**src/rtl/pkt_rx_pkg.sv**
```systemverilog
package pkt_rx_pkg;

  typedef enum logic [2:0] {
    ST_PRE, ST_SYNC, ST_LEN, ST_PAY, ST_CRC_HI, ST_CRC_LO
  } rxState_t;

  // strobes from control to datapath
  typedef struct packed {
    logic preRun;
    logic syncRun;
    logic asmRun;
    logic crcRun;
    logic takeLen;
    logic pushByte;
    logic takeCrcHi;
    logic judge;
  } rxCtl_t;

  // status from datapath to control
  typedef struct packed {
    logic preambleOk;
    logic syncHit;
    logic byteDone;
    logic lenBad;
    logic lastByte;
  } rxStat_t;

  localparam logic [15:0] CRC_POLY = 16'h8005;
  localparam logic [15:0] CRC_SEED = 16'hFFFF;

endpackage

```
**src/rtl/pkt_rx_ctrl.sv**
```systemverilog
module pkt_rx_ctrl
  import pkt_rx_pkg::*;
(
  input  logic    clk,
  input  logic    rstN,
  input  logic    preambleEn,
  input  logic    varLenEn,
  input  rxStat_t stat,
  output rxCtl_t  ctl
);

  rxState_t st, stNext, huntSt;

  assign huntSt = preambleEn ? ST_PRE : ST_SYNC;

  always_comb begin
    stNext = st;
    unique case (st)
      ST_PRE:    if (!preambleEn || stat.preambleOk) stNext = ST_SYNC;
      ST_SYNC:   if (stat.syncHit) stNext = varLenEn ? ST_LEN : ST_PAY;
      ST_LEN:    if (stat.byteDone) stNext = stat.lenBad ? huntSt : ST_PAY;
      ST_PAY:    if (stat.byteDone && stat.lastByte) stNext = ST_CRC_HI;
      ST_CRC_HI: if (stat.byteDone) stNext = ST_CRC_LO;
      ST_CRC_LO: if (stat.byteDone) stNext = huntSt;
      default:   stNext = huntSt;
    endcase
  end

  always_ff @(posedge clk or negedge rstN) begin
    if (!rstN) st <= ST_PRE;
    else       st <= stNext;
  end

  always_comb begin
    ctl           = '0;
    ctl.preRun    = (st == ST_PRE);
    ctl.syncRun   = (st == ST_SYNC);
    ctl.asmRun    = (st == ST_LEN) || (st == ST_PAY) || (st == ST_CRC_HI) || (st == ST_CRC_LO);
    ctl.crcRun    = (st == ST_LEN) || (st == ST_PAY);
    ctl.takeLen   = (st == ST_LEN) && stat.byteDone && !stat.lenBad;
    ctl.pushByte  = (st == ST_PAY) && stat.byteDone;
    ctl.takeCrcHi = (st == ST_CRC_HI) && stat.byteDone;
    ctl.judge     = (st == ST_CRC_LO) && stat.byteDone;
  end


  pre_gate_chk: assert property (@(posedge clk) disable iff (!rstN)
    (st == ST_PRE) |=> (st == ST_PRE || st == ST_SYNC));


  len_abort_chk: assert property (@(posedge clk) disable iff (!rstN)
    (st == ST_LEN && stat.byteDone && stat.lenBad) |=> (st == ST_PRE || st == ST_SYNC));


  pkt_end_chk: assert property (@(posedge clk) disable iff (!rstN)
    (st == ST_CRC_LO && stat.byteDone) |=> (st == ST_PRE || st == ST_SYNC));

endmodule

```
**src/rtl/pkt_rx_datapath.sv**
```systemverilog
module pkt_rx_datapath
  import pkt_rx_pkg::*;
#(
  parameter  int MAX_LEN    = 64,
  parameter  int SYNC_BYTES = 4,
  parameter  int PRE_W      = 8,
  localparam int SYNC_W     = 8 * SYNC_BYTES,
  localparam int SEL_W      = (SYNC_BYTES > 1) ? $clog2(SYNC_BYTES) : 1,
  localparam int LEN_W      = $clog2(MAX_LEN + 1)
)(
  input  logic              clk,
  input  logic              rstN,
  input  logic              bitValid,
  input  logic              bitIn,
  input  logic [PRE_W-1:0]  preambleBits,
  input  logic [SEL_W-1:0]  syncLen,
  input  logic [SYNC_W-1:0] syncWord,
  input  logic [LEN_W-1:0]  fixedLen,
  input  rxCtl_t            ctl,
  output rxStat_t           stat,
  output logic              fifoWrEn,
  output logic [7:0]        fifoWrData,
  output logic              pktOk,
  output logic              crcErr
);

  logic [PRE_W-1:0]  runCnt;
  logic              lastBit, haveBit;
  logic [SYNC_W-1:0] syncSh, syncNext, syncMask;
  logic [2:0]        bitCnt;
  logic [7:0]        byteSh, byteNext, crcHi;
  logic [15:0]       crc, crcNext;
  logic [LEN_W-1:0]  payLen, byteCount;
  logic              crcMatch;

  // sync compare mask, one byte lane per generate slice
  for (genvar i = 0; i < SYNC_BYTES; i++) begin : g_mask
    assign syncMask[8*i +: 8] = (int'(syncLen) >= i) ? 8'hFF : 8'h00;
  end

  assign syncNext = {syncSh[SYNC_W-2:0], bitIn};
  assign byteNext = {byteSh[6:0], bitIn};
  assign crcNext  = {crc[14:0], 1'b0} ^ ((crc[15] ^ bitIn) ? CRC_POLY : 16'h0000);
  assign crcMatch = ({crcHi, byteNext} == crc);

  always_comb begin
    stat.preambleOk = ctl.preRun && bitValid && haveBit && (bitIn != lastBit) &&
                      (({1'b0, runCnt} + (PRE_W+1)'(1)) >= {1'b0, preambleBits});
    stat.syncHit    = ctl.syncRun && bitValid &&
                      ((syncNext & syncMask) == (syncWord & syncMask));
    stat.byteDone   = ctl.asmRun && bitValid && (bitCnt == 3'd7);
    stat.lenBad     = (byteNext == 8'h00) || ({1'b0, byteNext} > 9'(MAX_LEN));
    stat.lastByte   = (({1'b0, byteCount} + (LEN_W+1)'(1)) == {1'b0, payLen});
  end

  always_ff @(posedge clk or negedge rstN) begin
    if (!rstN) begin
      runCnt     <= '0;
      lastBit    <= 1'b0;
      haveBit    <= 1'b0;
      syncSh     <= '0;
      bitCnt     <= '0;
      byteSh     <= '0;
      crc        <= CRC_SEED;
      payLen     <= '0;
      byteCount  <= '0;
      crcHi      <= '0;
      fifoWrEn   <= 1'b0;
      fifoWrData <= '0;
      pktOk      <= 1'b0;
      crcErr     <= 1'b0;
    end else begin
      // preamble run tracking
      if (!ctl.preRun) begin
        haveBit <= 1'b0;
        runCnt  <= '0;
      end else if (bitValid) begin
        lastBit <= bitIn;
        haveBit <= 1'b1;
        if (haveBit && (bitIn != lastBit))
          runCnt <= (runCnt == {PRE_W{1'b1}}) ? runCnt : runCnt + PRE_W'(1);
        else
          runCnt <= PRE_W'(1);
      end
      // sync search shifter
      if (!ctl.syncRun)  syncSh <= '0;
      else if (bitValid) syncSh <= syncNext;
      // byte assembly
      if (!ctl.asmRun) begin
        bitCnt <= '0;
      end else if (bitValid) begin
        bitCnt <= bitCnt + 3'd1;
        byteSh <= byteNext;
      end
      // CRC accumulation
      if (!ctl.asmRun)                 crc <= CRC_SEED;
      else if (ctl.crcRun && bitValid) crc <= crcNext;
      // length
      if (stat.syncHit) payLen <= fixedLen;
      if (ctl.takeLen)  payLen <= byteNext[LEN_W-1:0];
      if (!ctl.asmRun)       byteCount <= '0;
      else if (ctl.pushByte) byteCount <= byteCount + LEN_W'(1);
      if (ctl.takeCrcHi) crcHi <= byteNext;
      // outputs
      fifoWrEn <= ctl.pushByte;
      if (ctl.pushByte) fifoWrData <= byteNext;
      pktOk  <= ctl.judge && crcMatch;
      crcErr <= ctl.judge && !crcMatch;
    end
  end


  wr_bound_chk: assert property (@(posedge clk) disable iff (!rstN)
    fifoWrEn |-> (byteCount != '0) && (byteCount <= payLen));


  crc_seed_chk: assert property (@(posedge clk) disable iff (!rstN)
    (ctl.syncRun && !stat.syncHit) |=> (crc == CRC_SEED));


  idle_hold_chk: assert property (@(posedge clk) disable iff (!rstN)
    (!bitValid && ctl.asmRun) |=> $stable(bitCnt) && $stable(crc));

endmodule

```
**src/rtl/pkt_rx_engine.sv**
```systemverilog
module pkt_rx_engine
  import pkt_rx_pkg::*;
#(
  parameter  int MAX_LEN    = 64,
  parameter  int SYNC_BYTES = 4,
  parameter  int PRE_W      = 8,
  localparam int SYNC_W     = 8 * SYNC_BYTES,
  localparam int SEL_W      = (SYNC_BYTES > 1) ? $clog2(SYNC_BYTES) : 1,
  localparam int LEN_W      = $clog2(MAX_LEN + 1)
)(
  input  logic              clk,
  input  logic              rstN,
  input  logic              bitValid,
  input  logic              bitIn,
  input  logic              preambleEn,
  input  logic [PRE_W-1:0]  preambleBits,
  input  logic [SEL_W-1:0]  syncLen,
  input  logic [SYNC_W-1:0] syncWord,
  input  logic              varLenEn,
  input  logic [LEN_W-1:0]  fixedLen,
  output logic              fifoWrEn,
  output logic [7:0]        fifoWrData,
  output logic              pktOk,
  output logic              crcErr
);

  rxCtl_t  ctl;
  rxStat_t stat;

  pkt_rx_ctrl u_ctrl (
    .clk        (clk),
    .rstN       (rstN),
    .preambleEn (preambleEn),
    .varLenEn   (varLenEn),
    .stat       (stat),
    .ctl        (ctl)
  );

  pkt_rx_datapath #(
    .MAX_LEN    (MAX_LEN),
    .SYNC_BYTES (SYNC_BYTES),
    .PRE_W      (PRE_W)
  ) u_dp (
    .clk          (clk),
    .rstN         (rstN),
    .bitValid     (bitValid),
    .bitIn        (bitIn),
    .preambleBits (preambleBits),
    .syncLen      (syncLen),
    .syncWord     (syncWord),
    .fixedLen     (fixedLen),
    .ctl          (ctl),
    .stat         (stat),
    .fifoWrEn     (fifoWrEn),
    .fifoWrData   (fifoWrData),
    .pktOk        (pktOk),
    .crcErr       (crcErr)
  );

endmodule

```
**config.mk**
```make
export PLATFORM = sky130hd
export DESIGN_NAME = pkt_rx_engine
export DESIGN_NICKNAME = d
export VERILOG_FILES = /design/src/rtl/pkt_rx_pkg.sv /design/src/rtl/pkt_rx_ctrl.sv /design/src/rtl/pkt_rx_datapath.sv /design/src/rtl/pkt_rx_engine.sv
export SDC_FILE = /design/constraint.sdc
export NUM_CORES = 1
export LEC_CHECK = 0
export ABC_AREA = 1
export BUFFER_PORTS_ARGS = -buffer_cell sky130_fd_sc_hd__buf_2
export CORE_ASPECT_RATIO = 0.9
export CORE_MARGIN = 2
export CORE_UTILIZATION = 59
export DETAILED_ROUTE_END_ITERATION = 7
export PLACE_DENSITY = 0.8
export SYNTH_ARGS = -nofsm -noshare
export SYNTH_HDL_FRONTEND = slang
export SYNTH_HIERARCHICAL = 1
export SYNTH_SLANG_ARGS = --single-unit
```
**constraint.sdc**
```tcl
create_clock -name clk -period 2.7 [get_ports clk]
set_input_delay 0.135 -clock clk [delete_from_list [all_inputs] [get_ports clk]]
set_output_delay 0.135 -clock clk [all_outputs]
set_load 0.02 [all_outputs]
```
# --- After elaboration in Yosys (flattened, before gate mapping) ---
# Cells that the tools add are included.
op_classes:
  mux: 30
  eq_ne: 23
  n_addsub: 5
  n_bitwise: 4
  multipliers: 0
  div: 0
  n_shift: 0
  magnitude_cmp: 5
  n_reduce_logical: 33
op_table:
  columns: ["cell", "n"]
  rows:
  - ["$and 32x32->32", 2]
  - ["$mux 31", 2]
  - ["$mux 8", 7]
  - ["$mux 16", 3]
  - ["$eq 32x32->1", 1]
  - ["$mux 7", 4]
  - ["$mux 3", 9]
  - ["$logic_and 1x1->1", 18]
  - ["$pmux 3 s6", 1]
  - ["$eq 16x16->1", 1]
  - ["$xor 16x16->16", 1]
  - ["$ne 2x2->1 const B", 7]
  - ["$add 8x1->9 const B", 1]
  - ["$eq 3x3->1 const B", 3]
  - ["$ge 9x8->1", 1]
  - ["$add 7x1->8 const B", 1]
  - ["$add 8x1->8 const B", 1]
  - ["$eq 8x7->1", 1]
  - ["$eq 8x8->1 const B", 1]
  - ["$gt 8x7->1 const B", 1]
  - ["$logic_not 8->1", 1]
  - ["$ne 2x1->1 const B", 4]
  - ["$add 7x1->7 const B", 1]
  - ["$eq 3x2->1 const B", 2]
  - ["14 further kinds", 26]
word_totals:
  out_inout_bits: 11
  wordCells: 115
  n_memories: 0
  romBits: 0
  latchBits: 0
  regBits: 103
  ramBits: 0

# --- Logic depth before layout (Yosys ltp) ---
# Gate-level depths: netlist (run 1).
logic_depth:
  depth_word: 9
  ltp_mapped: 20

# --- Hierarchy ---
# The synthesis (run 1) kept the hierarchy.
by_module_without_submodules:
  columns: ["module", "area_each_um2", "cells_each", "seq_area_each_um2", "instances"]
  rows:
  - ["pkt_rx_datapath", 5595.4, 715, 2522.4, 1]
  - ["pkt_rx_ctrl", 377.9, 63, 75.1, 1]

# --- Least setup slack after synthesis (run 1) ---
# Ideal clock, no wire load.
synth_path:
  path_kind: "register to register"
  startpoint: "register u_ctrl.st[2]"
  endpoint: "register u_dp.fifoWrData[0]"
  period_less_slack_ps: 2370
  path_stages_with_launch: 14
  setup_slack_ps: 330
  arrival_ps: 2238
  setup_ps: 131
  cell_sequence: "dfrtp_1 inv_4 ha_1 inv_1 buf_2 nand2_1 clkbuf_1 nor2_1 inv_1 nor2_1 clkinv_1 clkbuf_1 nand2_1 o21ai_0"
synth_rtl:
  columns: ["element", "line_no", "rtl"]
  rows:
  - ["start, declared", "pkt_rx_ctrl.sv:12", "rxState_t st, stNext, huntSt;"]
  - ["start signal, assigned", "pkt_rx_ctrl.sv:31", "else st <= stNext;"]
  - ["end signal, assigned", "pkt_rx_datapath.sv:106", "if (ctl.pushByte) fifoWrData <= byteNext;"]
  - ["end, declared", "pkt_rx_datapath.sv:22", "output logic [7:0] fifoWrData,"]

==> impl_results.rst, run 1 <==
.. list-table::
   :header-rows: 1

   * - Metric
     - Value
   * - Worst VDD drop
     - 0.361 mV
   * - Top post-synthesis cells by area
     - dfrtp_1, nand2_1, inv_1, dfstp_2, nand3_1
   * - Post-synthesis sequential area ratio
     - 43.5%
   * - 1st-iter DRT viols
     - around 380
   * - Net count, final
     - just over 900
   * - Count of antenna-violating nets left after detailed routing
     - 0
   * - Max Clock Skew
     - 0.00980 ns
   * - Mapped Cells
     - 778
   * - Average detailed-routed wire length per instance
     - between 10 and 15 um
   * - Number of synthesized flops with an enable pin
     - 0
   * - Maximum Capacitance Violations
     - 0
   * - Synth top cells by count
     - nand2_1, inv_1, dfrtp_1, nor2_1, nand3_1
   * - Setup crit end kind
     - register
   * - Data arrival time of the critical path
     - around 2.8 ns
   * - Worst relative slew slack
     - between 50% and 60%
   * - Crit path from
     - u_dp/runCnt[2]
   * - Worst hold-check path type
     - in2reg
   * - Clock sink total
     - ~100
   * - Final Max Tran Viols
     - 0
   * - Leakage component of the power
     - 3.48 nW
   * - Die Width
     - ~110 um
   * - RSZ-0062 raised after global routing
     - true
   * - Slowest stage cell on the critical path
     - dfrtp_1
   * - Result of the run
     - completed
   * - Total gr overflow
     - 0
   * - Area taken by flip-flops and latches
     - 2600 um^2
   * - Worst setup endpoint
     - u_ctrl/st[1]
   * - Number of buffers created by CTS
     - 9
   * - Via density
     - 5.40
   * - Delay of the slowest critical-path stage
     - a little over 0.4 ns
   * - Area delta synth->final
     - 11.4%
   * - Count of cell types in the netlist
     - 41
   * - Switching Fraction
     - 38.4%
   * - Clock Pin Slew Worst Setup and Hold Paths
     - 0.10 ns
   * - Final cycle utilization of the critical path
     - 93.5%
   * - Cell count of the worst reg-to-reg path
     - 20
   * - Site Rows
     - 34
   * - Netlist Area Pre-Place
     - 5970 um^2
   * - Buffer and inverter count on the worst path
     - 3
   * - Remaining routing DRC violations
     - 0
   * - Area fraction of the dominant cell type after synthesis
     - 36.4%
   * - Post-synth net total
     - 846
   * - Avg Cell Area, Syn
     - 7.68 um^2
   * - Internal power
     - 0.00249 W
   * - Post-Route Utilization
     - 68.3%
   * - Highest Clock Rate
     - 396 MHz
   * - Reg2Reg Setup Slack
     - 0.17 ns
   * - Biggest area consumer among synthesized cells
     - dfrtp_1
   * - Part of the total power dissipated in sequential elements
     - 45.4%
   * - CTS H-tree depth
     - 3
   * - Overall die area
     - 10900 um^2
   * - CP Max Fanout
     - 4
   * - Core Area
     - 9740 um^2
   * - Number of antenna violations at the first check in global routing
     - 0
   * - Fraction of final layout cells with drive strength greater than 1
     - 16.7%
   * - Ordered cell list for the critical path
     - nand2_1 > nor2_2 > xor2_1 > inv_1 > ha_1 > inv_2 > nor2_1 > o21ai_1 > o211ai_1 > nand4_1 > nand2_1 > nand2_1 > a21boi_2 > inv_1 > nand2_1 > nor2_1 > nor2_1 > nand3_2 > nand2_1 > nand2_1
   * - Switching pwr
     - 0.00156 W
   * - Area of the multi-input gates
     - between 2000 and 3000 um^2
   * - Largest net degree at the start of global routing
     - 56
   * - Root cell of the clock tree
     - clkbuf_8
   * - Count of endpoints failing hold in the final timing report
     - 0
   * - Kind of cell adding the most delay to the critical path
     - simple AND/OR/NAND/NOR gates
   * - Startpoint class of the critical path
     - register
   * - Number of storage elements in the synthesis netlist
     - roughly 100
   * - Capture point of the worst reg-to-reg path
     - u_ctrl/st[1]
   * - Shortest clock period the worst path allows after layout
     - 2.53 ns
   * - Startpoint-to-endpoint class of the critical path
     - reg2reg
   * - Critical Path Most Common Cell
     - nand2_1
   * - GRT Overall Usage
     - 25.9%
   * - Instance count on the critical path
     - 20
   * - Clock latency on the worst-skew pair
     - between 0.3 and 0.4 ns
   * - Pwr Density
     - roughly 600 nW/um^2
   * - Final count of negative-setup-slack endpoints
     - 0
   * - Antenna diodes
     - 0
   * - Least-Margin Pin Slew
     - 0.655 ns
   * - HPWL after detailed placement
     - about 9800 um
   * - CP required
     - 2.96 ns
   * - Proportion of synthesized flip-flops having asynchronous set or reset
     - 100%
   * - Routed WL
     - approximately 13000 um
   * - Via count of the first global-routing pass
     - 5076
   * - Share of power burned in the clock network
     - 22.0%
   * - Initial core utilization
     - 61.3%
   * - Worst r2r src
     - u_dp/runCnt[2]
   * - Count leader, synth
     - nand2_1
   * - Boundary pin count
     - between 60 and 70
   * - Layout filler cell count
     - 840
   * - Part of the power in combinational logic
     - 32.6%
   * - Placer congestion estimate
     - 0.895
   * - Max clock buf depth
     - 2
   * - Number of iterations in the first detailed-routing pass
     - 5
   * - Hold Worst Slack
     - 0.0797 ns
   * - Main flop type after synthesis
     - dfrtp_1
   * - Via count of the routed design
     - ~5300
   * - Y dimension of the die
     - 99.5 um
   * - First-pass GRT wire length
     - 22700 um
   * - CTS tree
     - done
   * - Synthesis warning total
     - 6
   * - I/O Buffers
     - 65
[power groups by stage]
stage,logic (W),clock network [W],registers [W]
2_1_floorplan,0.000928,0,0.00183
3_3_place_gp,0.00123,0,0.00186
3_5_place_dp,0.00127,0,0.00186
4_1_cts,0.00128,0.000922,0.00184
5_1_grt,0.00148,0.000987,0.00186
6_report,0.00132,0.000891,0.00184
[routing by layer]
metal	global-route usage, %	share of wire [%]	wire, um
met2	43.2	49	6480
met1	35.0	46	6050
met3	5.05	4.2	560
met5	0	0	0
met4	6.04	1.2	162
[cell families (layout without fill, tap and decap cells)]
logic type                 after synthesis  in the layout  share of synthesized area, %
and+or+nand+nor                        357            357                          26.3
buffers and inverters                  152            226                          10.1
AOI/OAI and AO/OA                      110            110                          11.1
DFF                                    103            103                          43.5
xor gates and xnor gates                43             43                          6.30
adders and majority gates               13             13                          2.72
[cells in the final DEF, fill, tap and decap left out, types with 2 or more instances in the layout]
| cell | count |
|---|---|
| ha_1 | 13 |
| or2_1 | 2 |
| nand3_1 | 48 |
| inv_1 | 118 |
| xnor2_1 | 21 |
| nand3b_1 | 9 |
| nor4_1 | 3 |
| a22oi_1 | 12 |
| o21ai_0 | 33 |
| dfrtp_1 | 87 |
| xor2_1 | 22 |
| inv_6 | 2 |
| nor2_1 | 59 |
| clkbuf_8 | 9 |
| inv_2 | 11 |
| buf_2 | 64 |
| nor2_2 | 4 |
| nand2_2 | 5 |
| nor3_1 | 6 |
| o21ai_1 | 10 |
| inv_4 | 3 |
| o22ai_1 | 37 |
| dfstp_2 | 16 |
| nand3_2 | 4 |
| buf_4 | 13 |
| nand4_1 | 16 |
| a21oi_1 | 13 |
| clkinv_4 | 2 |
| nand2_1 | 194 |
[how the worst min path moves through the flow]
| stage | from | end | cells after the start | slack, ns |
|---|---|---|---|---|
| finish | fixedLen[4] | u_dp/payLen[4] | 5 | 0.08 |
| global route | fixedLen[5] | u_dp/payLen[5] | 5 | 0.09 |
| CTS | fixedLen[5] | u_dp/payLen[5] | 5 | 0.06 |
| detailed placement | rstN | u_dp/syncSh[11] | 1 | 0.20 |
| global placement | rstN | u_dp/syncSh[11] | 1 | 0.20 |
| floorplan | rstN | u_ctrl/st[0] | 0 | -0.16 |
[final cells by class]
class | instances | share of cell area [%]
flip-flops and latches | 103 | 39.0
clock inverters | 7 | 0.790
clock buffers | 9 | 1.86
repair buffers | 79 | 6.73
well taps | 126 | 2.37
multi-input cells | 523 | 41.8
inverters | 131 | 7.43
[flip-flops by register name, summed over array words and instances (netlist names), 7 cells and up]
| name | cells |
|---|---|
| u_dp/payLen | 7 |
| u_dp/syncSh | 31 |
| u_dp/byteCount | 7 |
| u_dp/crc | 16 |
| u_dp/byteSh | 7 |
| u_dp/fifoWrData | 8 |
| u_dp/crcHi | 8 |
| u_dp/runCnt | 8 |
[tightest hold or removal path, cell delays in order]
cell and delay (ns):
buf_2 0.08, nand2_1 0.04, o21ai_0 0.06, nand2_1 0.05, nand2_1 0.05
[through the flow]
stage | instance area [um^2] | instances | worst slack, ns | TNS, ns | power, W
floorplan | 5970 | 778 | 0.330 | 0 | 0.00276
global placement | 6450 | 960 | 0.371 | 0 | 0.00308
detailed placement | 6450 | 960 | 0.205 | 0 | 0.00314
CTS | 6640 | 977 | 0.171 | 0 | 0.00404
global route | 6650 | 978 | -0.0265 | -0.0586 | 0.00432
finish | 6650 | 978 | 0.175 | 0 | 0.00405
[repair_timing]
action / in CTS / in global routing
hold endpoints to repair: 48 / 0
endpoints found under the setup margin: 0 / 3
buffers inserted: 0 / 1
gates resized for setup: 0 / 5
hold buffers: 1 / 0
Note: power is estimated with default switching activity, not from simulation.
==> run 2: changes to the inputs <==
--- a/config.mk
+++ b/config.mk
@@ -9,9 +9,9 @@
 export BUFFER_PORTS_ARGS = -buffer_cell sky130_fd_sc_hd__buf_2
 export CORE_ASPECT_RATIO = 0.9
 export CORE_MARGIN = 2
-export CORE_UTILIZATION = 59
+export CORE_UTILIZATION = 54
 export DETAILED_ROUTE_END_ITERATION = 7
-export PLACE_DENSITY = 0.8
+export PLACE_DENSITY = 0.77
 export SYNTH_ARGS = -nofsm -noshare
 export SYNTH_HDL_FRONTEND = slang
 export SYNTH_HIERARCHICAL = 1
==> constraint.sdc (replaced) <==
create_clock -name clk -period 2.1 [get_ports clk]
set_input_delay 0.105 -clock clk [delete_from_list [all_inputs] [get_ports clk]]
set_output_delay 0.105 -clock clk [all_outputs]
set_load 0.005 [all_outputs]
==> run 2 against run 1 <==
Compared with the run above:
- the flow now finishes with violations (setup timing)
- clock skew decreased by 0.0015 ns
- combinational power increased by 48%
- worst hold slack got worse by 0.010 ns
- clock power increased by 100%
- flip-flop and latch count unchanged
- routed wire length increased by 11%
- register-to-register slack got worse by 0.46 ns
- sequential power increased by 28%
- sequential share of layout area decreased by 2.8 points
- design area increased by 7.9%
- final cell count increased by 3.8%
- largest power group unchanged
==> impl_results.rst, run 2 (synthesis results as in run 1) <==
.. list-table::
   :header-rows: 1

   * - Metric
     - Value
   * - Result of the run
     - finished, violations left
   * - Violations in the final reports
     - setup timing
   * - CTS tree
     - done
   * - Number of antenna violations at the first check in global routing
     - 0 (unchanged)
   * - Area of placed instances
     - 6650 um^2 (+3.0%)
   * - Clock sink total
     - 103 (unchanged)
   * - Final Max Tran Viols
     - 0 (unchanged)
   * - Part of the power in combinational logic
     - 31.9% (-0.7 points)
   * - Least-Margin Pin Slew
     - 0.606 ns (-0.0490 ns)
   * - Regs by FF count
     - u_dp/syncSh: 31 flops, u_dp/crc: 16 flops
   * - Net count, final
     - 945 (+3.3%)
   * - Total gr overflow
     - 0 (unchanged)
   * - RSZ-0062 raised after global routing
     - true
   * - Pwr Density
     - 853 nW/um^2 (+40%)
   * - Number of buffers created by CTS
     - 9 (unchanged)
   * - Count of antenna-violating nets left after detailed routing
     - 0 (unchanged)
   * - Placer congestion estimate
     - 0.896 (+0.11%)
   * - 1st-iter DRT viols
     - 424 (+10%)
   * - Non-filler instance count after layout
     - 1015 (+3.8%)
   * - Via count of the routed design
     - 5551 (+5.0%)
   * - Delay of the slowest critical-path stage
     - 0.44 ns (+0.03 ns)
   * - Area of all placed cells without fillers
     - 7180 um^2 (+7.9%)
   * - Register with the highest flop count
     - u_dp/syncSh
   * - Capture point of the worst reg-to-reg path
     - u_ctrl/st[2]
   * - GRT Overall Usage
     - 25.0% (-0.96 points)
   * - Clock latency on the worst-skew pair
     - 0.35 ns (about the same)
   * - CP Max Fanout
     - 4 (unchanged)
   * - Y dimension of the die
     - 104 um (+4.3%)
   * - Maximum Capacitance Violations
     - 0 (unchanged)
   * - Setup WS post-layout
     - -0.287 ns (-0.462 ns)
   * - Switching Fraction
     - 35.3% (-3.2 points)
   * - Shortest clock period the worst path allows after layout
     - 2.39 ns (-0.138 ns)
   * - Endpoint of the worst hold path
     - u_dp/payLen[0]
   * - Routed WL
     - 14700 um (+11%)
   * - Setup crit end kind
     - register
   * - Largest net degree at the start of global routing
     - 48 (-14%)
   * - Worst VDD drop
     - 0.565 mV (+57%)
   * - Data arrival time of the critical path
     - 2.62 ns (-0.16 ns)
   * - Switching pwr
     - 0.00216 W (+39%)
   * - Worst r2r src
     - u_dp/runCnt[0]
   * - Post-Route Utilization
     - 66.4% (-1.9 points)
   * - Part of the total power dissipated in sequential elements
     - 38.6% (-6.8 points)
   * - First-pass GRT wire length
     - 24300 um (+7.0%)
   * - HPWL after detailed placement
     - 10200 um (+4.9%)
   * - Share of power burned in the clock network
     - 29.5% (+7.5 points)
   * - Startpoint-to-endpoint class of the critical path
     - reg2reg
   * - Post-Place Setup Slack
     - -0.334 ns (-0.539 ns)
   * - Area of the multi-input gates
     - 2890 um^2 (+3.9%)
   * - TNS Setup
     - -1.32 ns (-1.32 ns)
   * - Internal power
     - 0.00396 W (+59%)
   * - CTS H-tree depth
     - 3 (unchanged)
   * - Placed Instances
     - 988 (+2.9%)
   * - Clock Pin Slew Worst Setup and Hold Paths
     - 0.07 ns (-0.03 ns)
   * - Average detailed-routed wire length per instance
     - 14.5 um (+6.7%)
   * - Most frequent cells in the layout
     - nand2_1, inv_1, dfrtp_1
   * - Boundary pin count
     - 66 (unchanged)
   * - Overall die area
     - 11900 um^2 (+8.9%)
   * - Via density
     - 5.47 (+1.2%)
   * - Ordered cell list for the critical path
     - ha_2 > xor2_1 > ha_1 > nand2_1 > nor2_1 > o21ai_1 > o211ai_1 > nand4_1 > nand2_1 > nand2_1 > a21boi_2 > inv_1 > nand2_1 > nor2_1 > nor2_1 > nand3_2 > nand2_1 > nand2_1
   * - Slowest stage cell on the critical path
     - dfrtp_2
   * - Max Clock Skew
     - 0.00825 ns (-0.00155 ns)
   * - Area taken by flip-flops and latches
     - 2600 um^2 (about the same)
   * - Fraction of final layout cells with drive strength greater than 1
     - 22.2% (+5.6 points)
   * - Final count of negative-setup-slack endpoints
     - 10 (+10)
   * - Core Area
     - 10800 um^2 (+11%)
   * - Via count of the first global-routing pass
     - 5341 (+5.2%)
   * - Site Rows
     - 36 (+5.9%)
   * - Startpoint class of the critical path
     - register
   * - Cell count of the worst reg-to-reg path
     - 18 (-10%)
   * - Remaining routing DRC violations
     - 0 (unchanged)
   * - Final cycle utilization of the critical path
     - 114% (+20 points)
   * - Max clock buf depth
     - 2 (unchanged)
   * - Initial core utilization
     - 55.3% (-6.1 points)
   * - Highest Clock Rate
     - 419 MHz (+5.8%)
   * - Leakage component of the power
     - 3.69 nW (+6.1%)
   * - I/O Buffers
     - 65 (unchanged)
   * - Worst hold-check path type
     - in2reg
   * - Largest register FFs
     - 31 (unchanged)
   * - Reg2Reg Setup Slack
     - -0.29 ns (-0.46 ns)
   * - CP required
     - 2.33 ns (-0.63 ns)
   * - Number of iterations in the first detailed-routing pass
     - 7 (+2)
   * - Most common cell after layout, fill and taps aside
     - nand2_1
   * - Buffer and inverter count on the worst path
     - 1 (-2)
   * - Count of endpoints failing hold in the final timing report
     - 0 (unchanged)
   * - Worst relative slew slack
     - 59.6% (+3.3 points)
   * - Area delta synth->final
     - 20.2%
   * - Layout filler cell count
     - 887 (+5.6%)
   * - Die Width
     - 115 um (+4.4%)
   * - Root cell of the clock tree
     - clkbuf_16
   * - Critical Path Most Common Cell
     - nand2_1
   * - Kind of cell adding the most delay to the critical path
     - simple AND/OR/NAND/NOR gates
   * - Antenna diodes
     - 0 (unchanged)
   * - Worst hold path stage count
     - 5 (unchanged)
   * - Origin of the worst min-delay path
     - fixedLen[0]
## run 2: changes by cell type in the layout (fill, tap and decap cells not counted), sizes merged
cell / delta
buf: +28
bufinv: +2
clkbuf: +1
clkinv: -2
clkinvlp: +5
inv: -4
## run 2: routing by layer
layer	GRT usage, %	routed length, um
met2	42.2	7450
met3	4.10	742
met5	0	0
met4	7.40	230
met1	32.9	6260
## run 2: worst register-to-register path: stages (launching register included)
cell and delay (ns):
dfrtp_2 0.44, ha_2 0.21, xor2_1 0.16, ha_1 0.30, nand2_1 0.05, nor2_1 0.08, o21ai_1 0.07, o211ai_1 0.08
nand4_1 0.11, nand2_1 0.08, nand2_1 0.07, a21boi_2 0.15, inv_1 0.05, nand2_1 0.05, nor2_1 0.04, nor2_1 0.10
nand3_2 0.10, nand2_1 0.08, nand2_1 0.05
## run 2: timing repair
item                                    in CTS  in global routing
hold buffers                                 1                  0
pin swaps                                    9                 12
resized for setup                           14                 29
gates cloned                                 2                  0
setup buffers                                6                  2
endpoints found under the setup margin      12                 28
endpoints found under the hold margin       29                  0
## run 2: layout make-up
cell class	count	area share (%)
sequential	103	36.2
timing repair inverter	2	0.209
inverter	131	6.99
clock inverter	6	1.29
tap	133	2.32
clock buffer	10	3.19
timing repair buffer	107	9.60
multi-input combinational	523	40.2
## run 2: worst max path at each step
stage	start	cells past startpoint	to	slack (ns)
after floorplan	u_dp/runCnt[0]	18	u_ctrl/st[0]	-0.06
after global placement	u_dp/runCnt[0]	20	u_ctrl/st[2]	-0.23
after detailed placement	u_dp/runCnt[0]	20	u_ctrl/st[1]	-0.33
after CTS	u_dp/runCnt[1]	20	u_ctrl/st[1]	-0.29
after global routing	u_dp/runCnt[0]	17	u_ctrl/st[0]	-0.49
final	u_dp/runCnt[0]	18	u_ctrl/st[2]	-0.29
## run 2: power by group through the flow
| stage | Combinational, W | Sequential, W | Clock (W) |
|---|---|---|---|
| 3_5_place_dp | 0.00180 | 0.00238 | 0 |
| 4_1_cts | 0.00186 | 0.00235 | 0.00184 |
| 5_1_grt | 0.00216 | 0.00238 | 0.00193 |
| 3_3_place_gp | 0.00173 | 0.00237 | 0 |
| 2_1_floorplan | 0.00121 | 0.00236 | 0 |
| 6_report | 0.00196 | 0.00236 | 0.00181 |
## run 2: per-stage QoR
stage,hold slack (ns),power (W)
6_report,0.0698,0.00612
5_1_grt,0.0750,0.00647
4_1_cts,0.0610,0.00605
3_5_place_dp,0.156,0.00419
3_3_place_gp,0.152,0.00410
2_1_floorplan,-0.191,0.00357
==> run 3: changes to the inputs <==
--- a/config.mk
+++ b/config.mk
@@ -7,6 +7,7 @@
 export LEC_CHECK = 0
 export ABC_AREA = 1
 export BUFFER_PORTS_ARGS = -buffer_cell sky130_fd_sc_hd__buf_2
+export CAP_MARGIN = 5
 export CORE_ASPECT_RATIO = 0.9
 export CORE_MARGIN = 2
 export CORE_UTILIZATION = 54
==> constraint.sdc (replaced) <==
create_clock -name clk -period 2.1 [get_ports clk]
set_input_delay 0.21 -clock clk [delete_from_list [all_inputs] [get_ports clk]]
set_output_delay 0.21 -clock clk [all_outputs]
set_load 0.005 [all_outputs]
==> run 3 against run 2 <==
Compared with the run above:
- the flow still finishes with violations (setup timing)
- worst setup slack worse by 0.056 ns
- via count is 0.47% lower
- clock power is 6% lower
- clock skew is 0.0011 ns lower
- design area is 0.47% higher
- first-iteration DRC count is 5.4% lower
- sequential power hardly changed
- critical path depth is 1 lower
- critical path type unchanged
- highest routed layer is now met5
==> impl_results.rst, run 3 (synthesis results as in run 1) <==
.. list-table::
   :header-rows: 1

   * - Metric
     - Value
   * - Number of buffers created by CTS
     - 9 (unchanged)
   * - Via count of the first global-routing pass
     - 5222 (-2.2%)
   * - Count of endpoints failing hold in the final timing report
     - 0 (unchanged)
   * - Setup crit end kind
     - register
   * - Most common cell after layout, fill and taps aside
     - nand2_1
   * - Setup WS post-layout
     - -0.343 ns (-0.0559 ns)
   * - Number of iterations in the first detailed-routing pass
     - 5 (-2)
   * - Max clock buf depth
     - 2 (unchanged)
   * - Hold Worst Slack
     - 0.168 ns (+0.0980 ns)
   * - Layout filler cell count
     - 884 (-0.34%)
   * - Count of antenna-violating nets left after detailed routing
     - 0 (unchanged)
   * - Worst relative slew slack
     - 64.7% (+5.1 points)
   * - Result of the run
     - finished, violations left
   * - HPWL after detailed placement
     - 10200 um (about the same)
   * - Largest net degree at the start of global routing
     - 35 (-27%)
   * - Most frequent cells in the layout
     - nand2_1, inv_1, dfrtp_1
   * - Shortest clock period the worst path allows after layout
     - 2.44 ns (+0.0559 ns)
   * - GRT Overall Usage
     - 24.4% (-0.55 points)
   * - Reg2Reg Setup Slack
     - -0.34 ns (-0.06 ns)
   * - Fraction of final layout cells with drive strength greater than 1
     - 23.7% (+1.5 points)
   * - Ordered cell list for the critical path
     - ha_2 > nand2_2 > nor2_4 > xnor2_2 > inv_1 > ha_1 > or2_4 > nand4_1 > nand2_1 > nand2_2 > a21boi_2 > nor2_1 > nand3_1 > nand2_1 > nor2_2 > nand3_2 > nand2_1
   * - Pwr Density
     - 836 nW/um^2 (-1.9%)
   * - Worst hold path stage count
     - 5 (unchanged)
   * - Via count of the routed design
     - 5525 (-0.47%)
   * - Initial core utilization
     - 55.3% (unchanged)
   * - Startpoint-to-endpoint class of the critical path
     - reg2reg
   * - Clock sink total
     - 103 (unchanged)
   * - Area delta synth->final
     - 20.8%
   * - Net count, final
     - 950 (+0.53%)
   * - Kind of cell adding the most delay to the critical path
     - simple AND/OR/NAND/NOR gates
   * - Least-Margin Pin Slew
     - 0.526 ns (-0.0800 ns)
   * - Startpoint class of the critical path
     - register
   * - CP Max Fanout
     - 3 (-1)
   * - Remaining routing DRC violations
     - 0 (unchanged)
   * - Placed Instances
     - 992 (+0.40%)
   * - Y dimension of the die
     - 104 um (unchanged)
   * - I/O Buffers
     - 65 (unchanged)
   * - Max Clock Skew
     - 0.00715 ns (-0.00110 ns)
   * - Clock latency on the worst-skew pair
     - 0.35 ns (about the same)
   * - Site Rows
     - 36 (unchanged)
   * - Number of antenna violations at the first check in global routing
     - 1 (+1)
   * - CTS H-tree depth
     - 3 (unchanged)
   * - RSZ-0062 raised after global routing
     - true
   * - Total gr overflow
     - 0 (unchanged)
   * - Buffer and inverter count on the worst path
     - 1 (unchanged)
   * - Final Max Tran Viols
     - 0 (unchanged)
   * - Delay of the slowest critical-path stage
     - 0.40 ns (-0.04 ns)
   * - Leakage component of the power
     - 3.72 nW (+0.76%)
   * - Worst VDD drop
     - 0.438 mV (-23%)
   * - Largest register FFs
     - 31 (unchanged)
   * - Endpoint of the worst hold path
     - u_dp/payLen[5]
   * - CTS tree
     - done
   * - Non-filler instance count after layout
     - 1020 (+0.49%)
   * - Origin of the worst min-delay path
     - fixedLen[5]
   * - Clock Pin Slew Worst Setup and Hold Paths
     - 0.07 ns (about the same)
   * - Boundary pin count
     - 66 (unchanged)
   * - Area of placed instances
     - 6660 um^2 (+0.26%)
   * - First-pass GRT wire length
     - 23500 um (-3.3%)
   * - Worst hold-check path type
     - in2reg
   * - Final count of negative-setup-slack endpoints
     - 9 (-1)
   * - Slowest stage cell on the critical path
     - dfrtp_1
   * - CP required
     - 2.34 ns (about the same)
   * - Worst r2r src
     - u_dp/runCnt[0]
   * - Cell count of the worst reg-to-reg path
     - 17 (-1)
   * - Post-Place Setup Slack
     - -0.304 ns (+0.0300 ns)
   * - Maximum Capacitance Violations
     - 0 (unchanged)
   * - 1st-iter DRT viols
     - 401 (-5.4%)
   * - Area of the multi-input gates
     - 2920 um^2 (+1.0%)
   * - Area taken by flip-flops and latches
     - 2600 um^2 (about the same)
   * - Routed WL
     - 14300 um (-2.5%)
   * - Placer congestion estimate
     - 0.905 (+1.0%)
   * - Core Area
     - 10800 um^2 (unchanged)
   * - Capture point of the worst reg-to-reg path
     - u_ctrl/st[2]
   * - Final cycle utilization of the critical path
     - 116% (+2.7 points)
   * - Highest Clock Rate
     - 409 MHz (-2.3%)
   * - Root cell of the clock tree
     - clkbuf_16
   * - Data arrival time of the critical path
     - 2.69 ns (+0.07 ns)
   * - Via density
     - 5.42 (-0.96%)
   * - Die Width
     - 115 um (unchanged)
   * - Area of all placed cells without fillers
     - 7220 um^2 (+0.47%)
   * - Register with the highest flop count
     - u_dp/syncSh
   * - Average detailed-routed wire length per instance
     - 14.0 um (-2.9%)
   * - Overall die area
     - 11900 um^2 (unchanged)
   * - Regs by FF count
     - u_dp/syncSh: 31 flops, u_dp/crc: 16 flops
   * - Antenna diodes
     - 0 (unchanged)
   * - Violations in the final reports
     - setup timing
   * - Critical Path Most Common Cell
     - nand2_1
   * - Overall power
     - 0.00604 W (-1.4%)
-- run 3: cell type report --
cell class,count,area share (%)
Inverter,131,6.95
Clock buffer,9,3.12
Tap cell,133,2.31
Sequential cell,103,36.0
Clock inverter,7,1.06
Timing Repair Buffer,114,10.1
Multi-Input combinational cell,523,40.4
-- run 3: power breakdown --
| part | internal [W] | leakage, nW | switching, W |
|---|---|---|---|
| clock | 0.000937 | 0.145 | 0.000771 |
| combinational | 0.000746 | 2.23 | 0.00123 |
| sequential | 0.00219 | 1.34 | 0.000160 |
-- run 3: what timing repair did --
| item | in CTS | in global routing |
|---|---|---|
| gates resized for setup | 9 | 45 |
| endpoints found under the hold margin | 20 | 0 |
| hold buffers | 1 | 0 |
| pin swaps | 3 | 17 |
| gates cloned | 0 | 1 |
| buffers inserted | 2 | 8 |
| endpoints found under the setup margin | 9 | 26 |
-- run 3: worst max path at each step --
stage / slack (ns) / cells past startpoint / endpoint / startpoint
floorplan: -0.06 / 18 / u_ctrl/st[0] / u_dp/runCnt[0]
global placement: -0.24 / 20 / u_ctrl/st[2] / u_dp/runCnt[0]
detailed placement: -0.30 / 19 / u_ctrl/st[2] / u_dp/runCnt[0]
CTS: -0.25 / 17 / u_ctrl/st[2] / u_dp/runCnt[0]
global route: -0.55 / 17 / u_ctrl/st[2] / u_dp/runCnt[0]
finish: -0.34 / 17 / u_ctrl/st[2] / u_dp/runCnt[0]
-- run 3: worst register-to-register path, delay by kind of cell, from the launching register on --
kind	cells	cell delay (ns)
buf+inv	1	0.07
fa+ha+maj	2	0.49
compound gates	1	0.05
simple gates	12	1.17
xor+xnor	1	0.15
flops	1	0.40
-- run 3: stage by stage --
| step | setup TNS (ns) | util (%) |
|---|---|---|
| 2_1_floorplan | -0.229 | - |
| 4_1_cts | -0.947 | 64.9 |
| 3_3_place_gp | -0.707 | 61.6 |
| 3_5_place_dp | -1.02 | 61.6 |
| 6_report | -1.25 | 66.7 |
| 5_1_grt | -2.42 | 66.7 |
-- run 3: metal layers --
| layer | vias to the layer above | wire length [um] | GRT usage [%] |
|---|---|---|---|
| li1 | 2701 | - | - |
| met1 | 2654 | 6360 | 32.4 |
| met2 | 146 | 7110 | 40.4 |
| met3 | 22 | 675 | 5.79 |
| met4 | 2 | 169 | 5.94 |
| met5 | - | 13 | 0 |
